### src/rtl/dma_arb_pkg.sv
package dma_arb_pkg;

    localparam int NCH = 2;

    typedef enum logic [1:0] {
        OWN_CPU  = 2'd0,
        OWN_DMA0 = 2'd1,
        OWN_DMA1 = 2'd2,
        OWN_REFR = 2'd3
    } owner_e;

endpackage

### src/rtl/dma_req_sense.sv
module dma_req_sense #(
    parameter int SYNC_STAGES = 2
) (
    input  logic clk,
    input  logic rst_n,
    input  logic req_n,
    input  logic level_mode,
    input  logic clr,
    output logic pin_low,
    output logic req_bit
);

    localparam int TOP = SYNC_STAGES - 1;

    logic [TOP:0] sync_q;
    logic         prev_q;
    logic         latch_q;
    logic         fall;

    always_ff @(posedge clk or negedge rst_n) begin
        if (!rst_n) begin
            sync_q <= '1;
            prev_q <= 1'b1;
        end else begin
            sync_q <= {sync_q[TOP-1:0], req_n};
            prev_q <= sync_q[TOP];
        end
    end

    assign pin_low = ~sync_q[TOP];
    assign fall    = ~sync_q[TOP] & prev_q;

    always_ff @(posedge clk or negedge rst_n) begin
        if (!rst_n)    latch_q <= 1'b0;
        else if (clr)  latch_q <= 1'b0;
        else if (fall) latch_q <= 1'b1;
    end

    assign req_bit = level_mode ? pin_low : latch_q;

    AST_EDGE_HELD: assert property (@(posedge clk) disable iff (!rst_n)
        (!level_mode && latch_q && !clr) |=> latch_q);

    AST_EDGE_CLEARED: assert property (@(posedge clk) disable iff (!rst_n)
        clr |=> !latch_q);

endmodule

### src/rtl/dma_chan_ctr.sv
module dma_chan_ctr #(
    parameter int AW = 16,
    parameter int CW = 8
) (
    input  logic          clk,
    input  logic          rst_n,
    input  logic          load,
    input  logic          load_level,
    input  logic [AW-1:0] load_addr,
    input  logic [CW-1:0] load_count,
    input  logic          step,
    output logic [AW-1:0] addr_q,
    output logic          en_q,
    output logic          level_q,
    output logic          last
);

    logic [CW-1:0] cnt_q;

    always_ff @(posedge clk or negedge rst_n) begin
        if (!rst_n) begin
            addr_q  <= '0;
            cnt_q   <= '0;
            en_q    <= 1'b0;
            level_q <= 1'b0;
        end else if (load) begin
            addr_q  <= load_addr;
            cnt_q   <= load_count;
            en_q    <= |load_count;
            level_q <= load_level;
        end else if (step) begin
            addr_q <= addr_q + AW'(1);
            cnt_q  <= cnt_q - CW'(1);
            if (cnt_q == CW'(1)) en_q <= 1'b0;
        end
    end

    assign last = (cnt_q == CW'(1));

    AST_ADDR_STEP: assert property (@(posedge clk) disable iff (!rst_n)
        (step && !load) |=> addr_q == $past(addr_q) + AW'(1));

    AST_EN_KEEP: assert property (@(posedge clk) disable iff (!rst_n)
        (en_q && !step && !load) |=> en_q);

    AST_STEP_EN: assert property (@(posedge clk) disable iff (!rst_n)
        step |-> en_q);

endmodule

### src/rtl/dma_bus_fsm.sv
module dma_bus_fsm
    import dma_arb_pkg::*;
(
    input  logic           clk,
    input  logic           rst_n,
    input  logic [NCH-1:0] ready,
    input  logic [NCH-1:0] last,
    input  logic           refresh_req,
    output owner_e         owner,
    output logic [NCH-1:0] step
);

    owner_e state_q, state_d;
    logic   ret_valid_q, ret_valid_d;
    logic   ret_ch_q, ret_ch_d;
    logic   cur_ch;

    assign cur_ch = (state_q == OWN_DMA1);

    always_ff @(posedge clk or negedge rst_n) begin
        if (!rst_n) begin
            state_q     <= OWN_CPU;
            ret_valid_q <= 1'b0;
            ret_ch_q    <= 1'b0;
        end else begin
            state_q     <= state_d;
            ret_valid_q <= ret_valid_d;
            ret_ch_q    <= ret_ch_d;
        end
    end

    always_comb begin
        state_d     = state_q;
        ret_valid_d = ret_valid_q;
        ret_ch_d    = ret_ch_q;
        unique case (state_q)
            OWN_CPU: begin
                if (refresh_req) begin
                    state_d     = OWN_REFR;
                    ret_valid_d = 1'b0;
                end else if (ready[0]) begin
                    state_d = OWN_DMA0;
                end else if (ready[1]) begin
                    state_d = OWN_DMA1;
                end
            end
            OWN_DMA0, OWN_DMA1: begin
                if (last[cur_ch]) begin
                    state_d = OWN_CPU;
                end else if (refresh_req) begin
                    state_d     = OWN_REFR;
                    ret_valid_d = 1'b1;
                    ret_ch_d    = cur_ch;
                end else if (!ready[cur_ch]) begin
                    state_d = OWN_CPU;
                end
            end
            OWN_REFR: begin
                ret_valid_d = 1'b0;
                if (ret_valid_q && ready[ret_ch_q])
                    state_d = ret_ch_q ? OWN_DMA1 : OWN_DMA0;
                else
                    state_d = OWN_CPU;
            end
            default: state_d = OWN_CPU;
        endcase
    end

    always_comb begin
        owner   = state_q;
        step[0] = (state_q == OWN_DMA0);
        step[1] = (state_q == OWN_DMA1);
    end

    AST_CPU_GAP_01: assert property (@(posedge clk) disable iff (!rst_n)
        (state_q == OWN_DMA0) |=> (state_q != OWN_DMA1));

    AST_CPU_GAP_10: assert property (@(posedge clk) disable iff (!rst_n)
        (state_q == OWN_DMA1) |=> (state_q != OWN_DMA0));

    AST_REFRESH_FIRST: assert property (@(posedge clk) disable iff (!rst_n)
        (state_q == OWN_CPU && refresh_req) |=> (state_q == OWN_REFR));

    AST_CH0_FIRST: assert property (@(posedge clk) disable iff (!rst_n)
        (state_q == OWN_CPU && !refresh_req && ready[0]) |=> (state_q == OWN_DMA0));

    AST_REFR_ONE: assert property (@(posedge clk) disable iff (!rst_n)
        (state_q == OWN_REFR) |=> (state_q != OWN_REFR));

endmodule

### src/rtl/dma_bus_arbiter.sv
module dma_bus_arbiter
    import dma_arb_pkg::*;
#(
    parameter int AW          = 16,
    parameter int CW          = 8,
    parameter int SYNC_STAGES = 2
) (
    input  logic          clk,
    input  logic          rst_n,
    input  logic [1:0]    req_n,
    input  logic          refresh_req,
    input  logic [1:0]    cfg_load,
    input  logic          cfg_level,
    input  logic [AW-1:0] cfg_addr,
    input  logic [CW-1:0] cfg_count,
    output logic [1:0]    bus_owner,
    output logic [AW-1:0] xfer_addr,
    output logic [1:0]    chan_en,
    output logic [1:0]    chan_req
);

    owner_e         owner_w;
    logic [NCH-1:0] step_w;
    logic [NCH-1:0] last_w;
    logic [NCH-1:0] ready_w;
    logic [NCH-1:0] level_w;
    logic [NCH-1:0] pin_low_w;
    logic [AW-1:0]  addr_w [NCH];

    for (genvar ch = 0; ch < NCH; ch++) begin : g_chan
        logic load_ok;
        logic clr;

        assign load_ok = cfg_load[ch] & ~step_w[ch];
        assign clr     = load_ok | (step_w[ch] & last_w[ch]);

        dma_chan_ctr #(.AW(AW), .CW(CW)) u_ctr (
            .clk        (clk),
            .rst_n      (rst_n),
            .load       (load_ok),
            .load_level (cfg_level),
            .load_addr  (cfg_addr),
            .load_count (cfg_count),
            .step       (step_w[ch]),
            .addr_q     (addr_w[ch]),
            .en_q       (chan_en[ch]),
            .level_q    (level_w[ch]),
            .last       (last_w[ch])
        );

        dma_req_sense #(.SYNC_STAGES(SYNC_STAGES)) u_sense (
            .clk        (clk),
            .rst_n      (rst_n),
            .req_n      (req_n[ch]),
            .level_mode (level_w[ch]),
            .clr        (clr),
            .pin_low    (pin_low_w[ch]),
            .req_bit    (chan_req[ch])
        );

        assign ready_w[ch] = chan_en[ch] & chan_req[ch];

        AST_LEVEL_STAYS: assert property (@(posedge clk) disable iff (!rst_n)
            (level_w[ch] && pin_low_w[ch]) |-> chan_req[ch]);
    end

    dma_bus_fsm u_fsm (
        .clk         (clk),
        .rst_n       (rst_n),
        .ready       (ready_w),
        .last        (last_w),
        .refresh_req (refresh_req),
        .owner       (owner_w),
        .step        (step_w)
    );

    assign bus_owner = owner_w;
    assign xfer_addr = step_w[1] ? addr_w[1] : (step_w[0] ? addr_w[0] : '0);

    AST_IDLE_ADDR: assert property (@(posedge clk) disable iff (!rst_n)
        (bus_owner == 2'd0 || bus_owner == 2'd3) |-> (xfer_addr == '0));

endmodule

### config.mk
export PLATFORM = sky130hd
export DESIGN_NAME = dma_bus_arbiter
export DESIGN_NICKNAME = d
export VERILOG_FILES = /design/src/rtl/dma_arb_pkg.sv /design/src/rtl/dma_req_sense.sv /design/src/rtl/dma_chan_ctr.sv /design/src/rtl/dma_bus_fsm.sv /design/src/rtl/dma_bus_arbiter.sv
export SDC_FILE = /design/constraint.sdc
export NUM_CORES = 1
export LEC_CHECK = 0
export ABC_AREA = 1
export BUFFER_PORTS_ARGS = -buffer_cell sky130_fd_sc_hd__buf_2
export CAP_MARGIN = 20
export CORE_UTILIZATION = 58
export DETAILED_ROUTE_END_ITERATION = 16
export PLACE_DENSITY_LB_ADDON = 0.25
export SYNTH_ARGS = -nofsm -noshare
export SYNTH_HDL_FRONTEND = slang
export SYNTH_SLANG_ARGS = --single-unit
### constraint.sdc
create_clock -name clk -period 1.8 [get_ports clk]
set_input_delay 0.36 -clock clk [delete_from_list [all_inputs] [get_ports clk]]
set_output_delay 0.36 -clock clk [all_outputs]
set_load 0.01 [all_outputs]
==> impl_metrics.yaml <==
global_route:
  first_global_vias: 3942
  grt_overflow_total: 0
  antenna_found_initial: 0
  grt_max_degree: 26
  grt_usage_pct: 34.4
  grt_pass1_wl_mm: 19.1
logic_synthesis:
  synth_top_area_share_pct: 36.3
  ys_seq_elements: 64
  syn_nets: 556
  synth_cell_types: 34
  synthTopCellsByArea: "dfrtp_1, nand2_1, inv_1"
  yosysSeqAreaShare_pct: 40.2
  synth_cells: 513
  yosysTopAreaCell: "dfrtp_1"
  avgSynthCellArea_um2: 7.80
  ys_warn_count: 0
  synthesis.area_um2: 4000
power:
  p_per_area_nw_per_um2: 1830
  ir_drop_uv: 1020
  p_total_w: 0.00920
  p_leak_nw: 2.40
timing:
  layout_worst_path_cycle_share_pct: 106
  final-hold-violation-count: 0
  tightest_slew_ns: 0.548
  max_freq_mhz: 524
  relSlewSlack_pct: 63.4
  report.final.slew_viol_count: 0
  finClkSkew_ns: 0.00944
  setup_viol: 16
  finalCriticalPeriod_ns: 1.91
  rsz0062_at_grt: "yes"
  setup_tns_ns: -1.19
  layout_setup_ws_ns: -0.110
cts:
  cts.sinks: 64
  tritoncts: "built"
  clockBufferDepth: 2
  numCtsBuffers: 9
  clk_latency_ns: 0.36
  root_buffer: "clkbuf_8"
  cts_max_level: 3
  path_clk_slew_ns: 0.07
floorplanning:
  die_x_um: 85.1
  core_area_um2: 6490
  die_h_um: 85.1
  initial_core_util_pct: 61.6
  num_io_pins: 54
  num_rows: 29
  dieArea_um2: 7240
layout:
  layout.nets: 630
  final_cells: 669
  final_cell_mix: "nand2_1, inv_1, dfrtp_1"
  drive_gt1_share_pct: 27.5
  area.growth.synth_to_final_pct: 25.9
  final_common_cell: "nand2_1"
  final_cell_area_um2: 5040
  antennaDiodeCount: 0
route:
  via_per_inst: 6.11
  routedWlPerCell_um: 17.8
  drt-met1-wl_mm: 4.90
  vias: 4085
  ant_nets: 0
  routed_wl_mm: 11.9
  top_layer_used: "met4"
  dr.first_iter.drc_count: 428
  drc_errors: 0
  first_pass_iters: 5
  dr_wl_met3_mm: 1.11
  wl_met2_mm: 5.57
outcome:
  status: "complete, but fails checks"
  violations: "setup timing"
worst_setup_path:
  worst_ep_required_time_ns: 1.44
  crit_type: "reg -> out"
  critPathMaxFanout: 12
  start_kind: "flop"
  r2r_cells: 9
  critPathCaptureType: "primary output"
  worstPathArrival_ns: 1.55
  crit_chain: "ha_4, inv_8, nand2_4, o22ai_1, buf_2"
  crit_path_top_delay_cell: "dfrtp_2"
  slowest_delay_ns: 0.45
placement:
  hpwl_mm: 7.83
  gp_congestion: 0.963
  dp.cells: 637
  pre_cts_ws_ns: -0.107
  place_area_um2: 4410
  port_buffers: 53
job:
  maxCapViolCount: 0
hold_path:
  hold_depth: 1
  hold_path.class: "in -> reg"
## stage by stage
stage | util (%) | hold slack (ns)
4_1_cts | 75.5 | 0.0948
2_1_floorplan | - | 0.0644
3_5_place_dp | 67.8 | 0.347
3_3_place_gp | 67.8 | 0.345
6_report | 77.6 | 0.0983
5_1_grt | 77.6 | 0.0850
## per-layer routing
metal | track usage, % | vias to the layer above
li1 | - | 1855
met1 | 45.4 | 1931
met2 | 54.5 | 255
met3 | 8.27 | 44
met4 | 14.8 | 0
met5 | 0 | -
## area by class of cell
type	count	area, um^2
Inverter	82	329
Fill cell	410	1460
Multi-Input combinational cell	348	2130
Clock buffer	11	141
Tap cell	77	96.3
Sequential cell	64	1610
Timing Repair Buffer	82	598
Clock inverter	5	128
## cells in the mapped netlist
library cell,instances
inv_2,10
dfstp_2,6
nor2_1,24
nand4_1,7
nand2_2,3
clkinv_1,2
a32oi_1,1
a21o_1,1
nand4_2,1
clkbuf_1,1
o21ai_1,3
nor2_4,5
nor3_2,4
a21oi_1,7
o221ai_1,19
o21ai_0,18
o21a_1,2
nor3_1,5
xor2_1,21
o211ai_1,9
o31ai_1,1
buf_2,13
buf_4,5
nand2_1,121
nand2_4,1
o21bai_1,7
dfrtp_1,58
o22ai_1,23
ha_1,11
xnor2_1,2
nor2_2,7
nand3_1,43
inv_1,70
nand3_2,2
## power by group
group	switching, W	internal [W]
combinational	0.00283	0.00195
sequential	0.000653	0.00207
clock	0.000606	0.00110
## worst max-delay path, delay by kind of cell, from the launching register on
| kind | cells | cell delay (ns) |
|---|---|---|
| compound gates | 1 | 0.16 |
| simple gates | 1 | 0.13 |
| flops | 1 | 0.45 |
| fa+ha+maj | 1 | 0.20 |
| buf+inv | 2 | 0.25 |
## logic make-up after synthesis
group / count (synthesis) / synth area share, %
simple gates: 223 / 25.8
flops: 64 / 40.2
buf+inv: 101 / 10.3
compound gates: 91 / 15.2
fa+ha+maj: 11 / 3.44
xor+xnor: 23 / 5.03
## final timing paths
check | slack [ns] | from | to
worst max-delay path | -0.11 | u_fsm.owner[1] | xfer_addr[10]
worst min-delay path | 0.1 | req_n[1] | g_chan[1].u_sense.sync_q[0]
worst min register to register | 0.36 | g_chan[1].u_sense.sync_q[0] | g_chan[1].u_sense.sync_q[1]
worst max register to register | 0.03 | u_fsm.owner[0] | g_chan[0].u_ctr.addr_q[7]
max in group asynchronous | 0.74 | rst_n | g_chan[0].u_ctr.cnt_q[4]
min in group asynchronous | 0.52 | rst_n | g_chan[0].u_sense.latch_q
## flip-flops by register name (all words and copies together), names as in the netlist
name and count:
g_chan.u_ctr.level_q 2, g_chan.u_sense.latch_q 2, g_chan.u_ctr.cnt_q 16, g_chan.u_ctr.addr_q 32, g_chan.u_sense.sync_q 4, u_fsm.owner 2, g_chan.u_ctr.en_q 2, u_fsm.ret_valid_q 1
g_chan.u_sense.prev_q 2, u_fsm.ret_ch_q 1
## timing repair
action | 4_1_cts | 5_1_grt
buffers inserted | 10 | 3
cloned | 3 | 0
pin swaps | 6 | 4
endpoints found under the setup margin | 31 | 44
resized for setup | 27 | 24
endpoints found under the hold margin | 1 | 0
hold buffers | 1 | 0
Power figures use the tool's default switching activity.
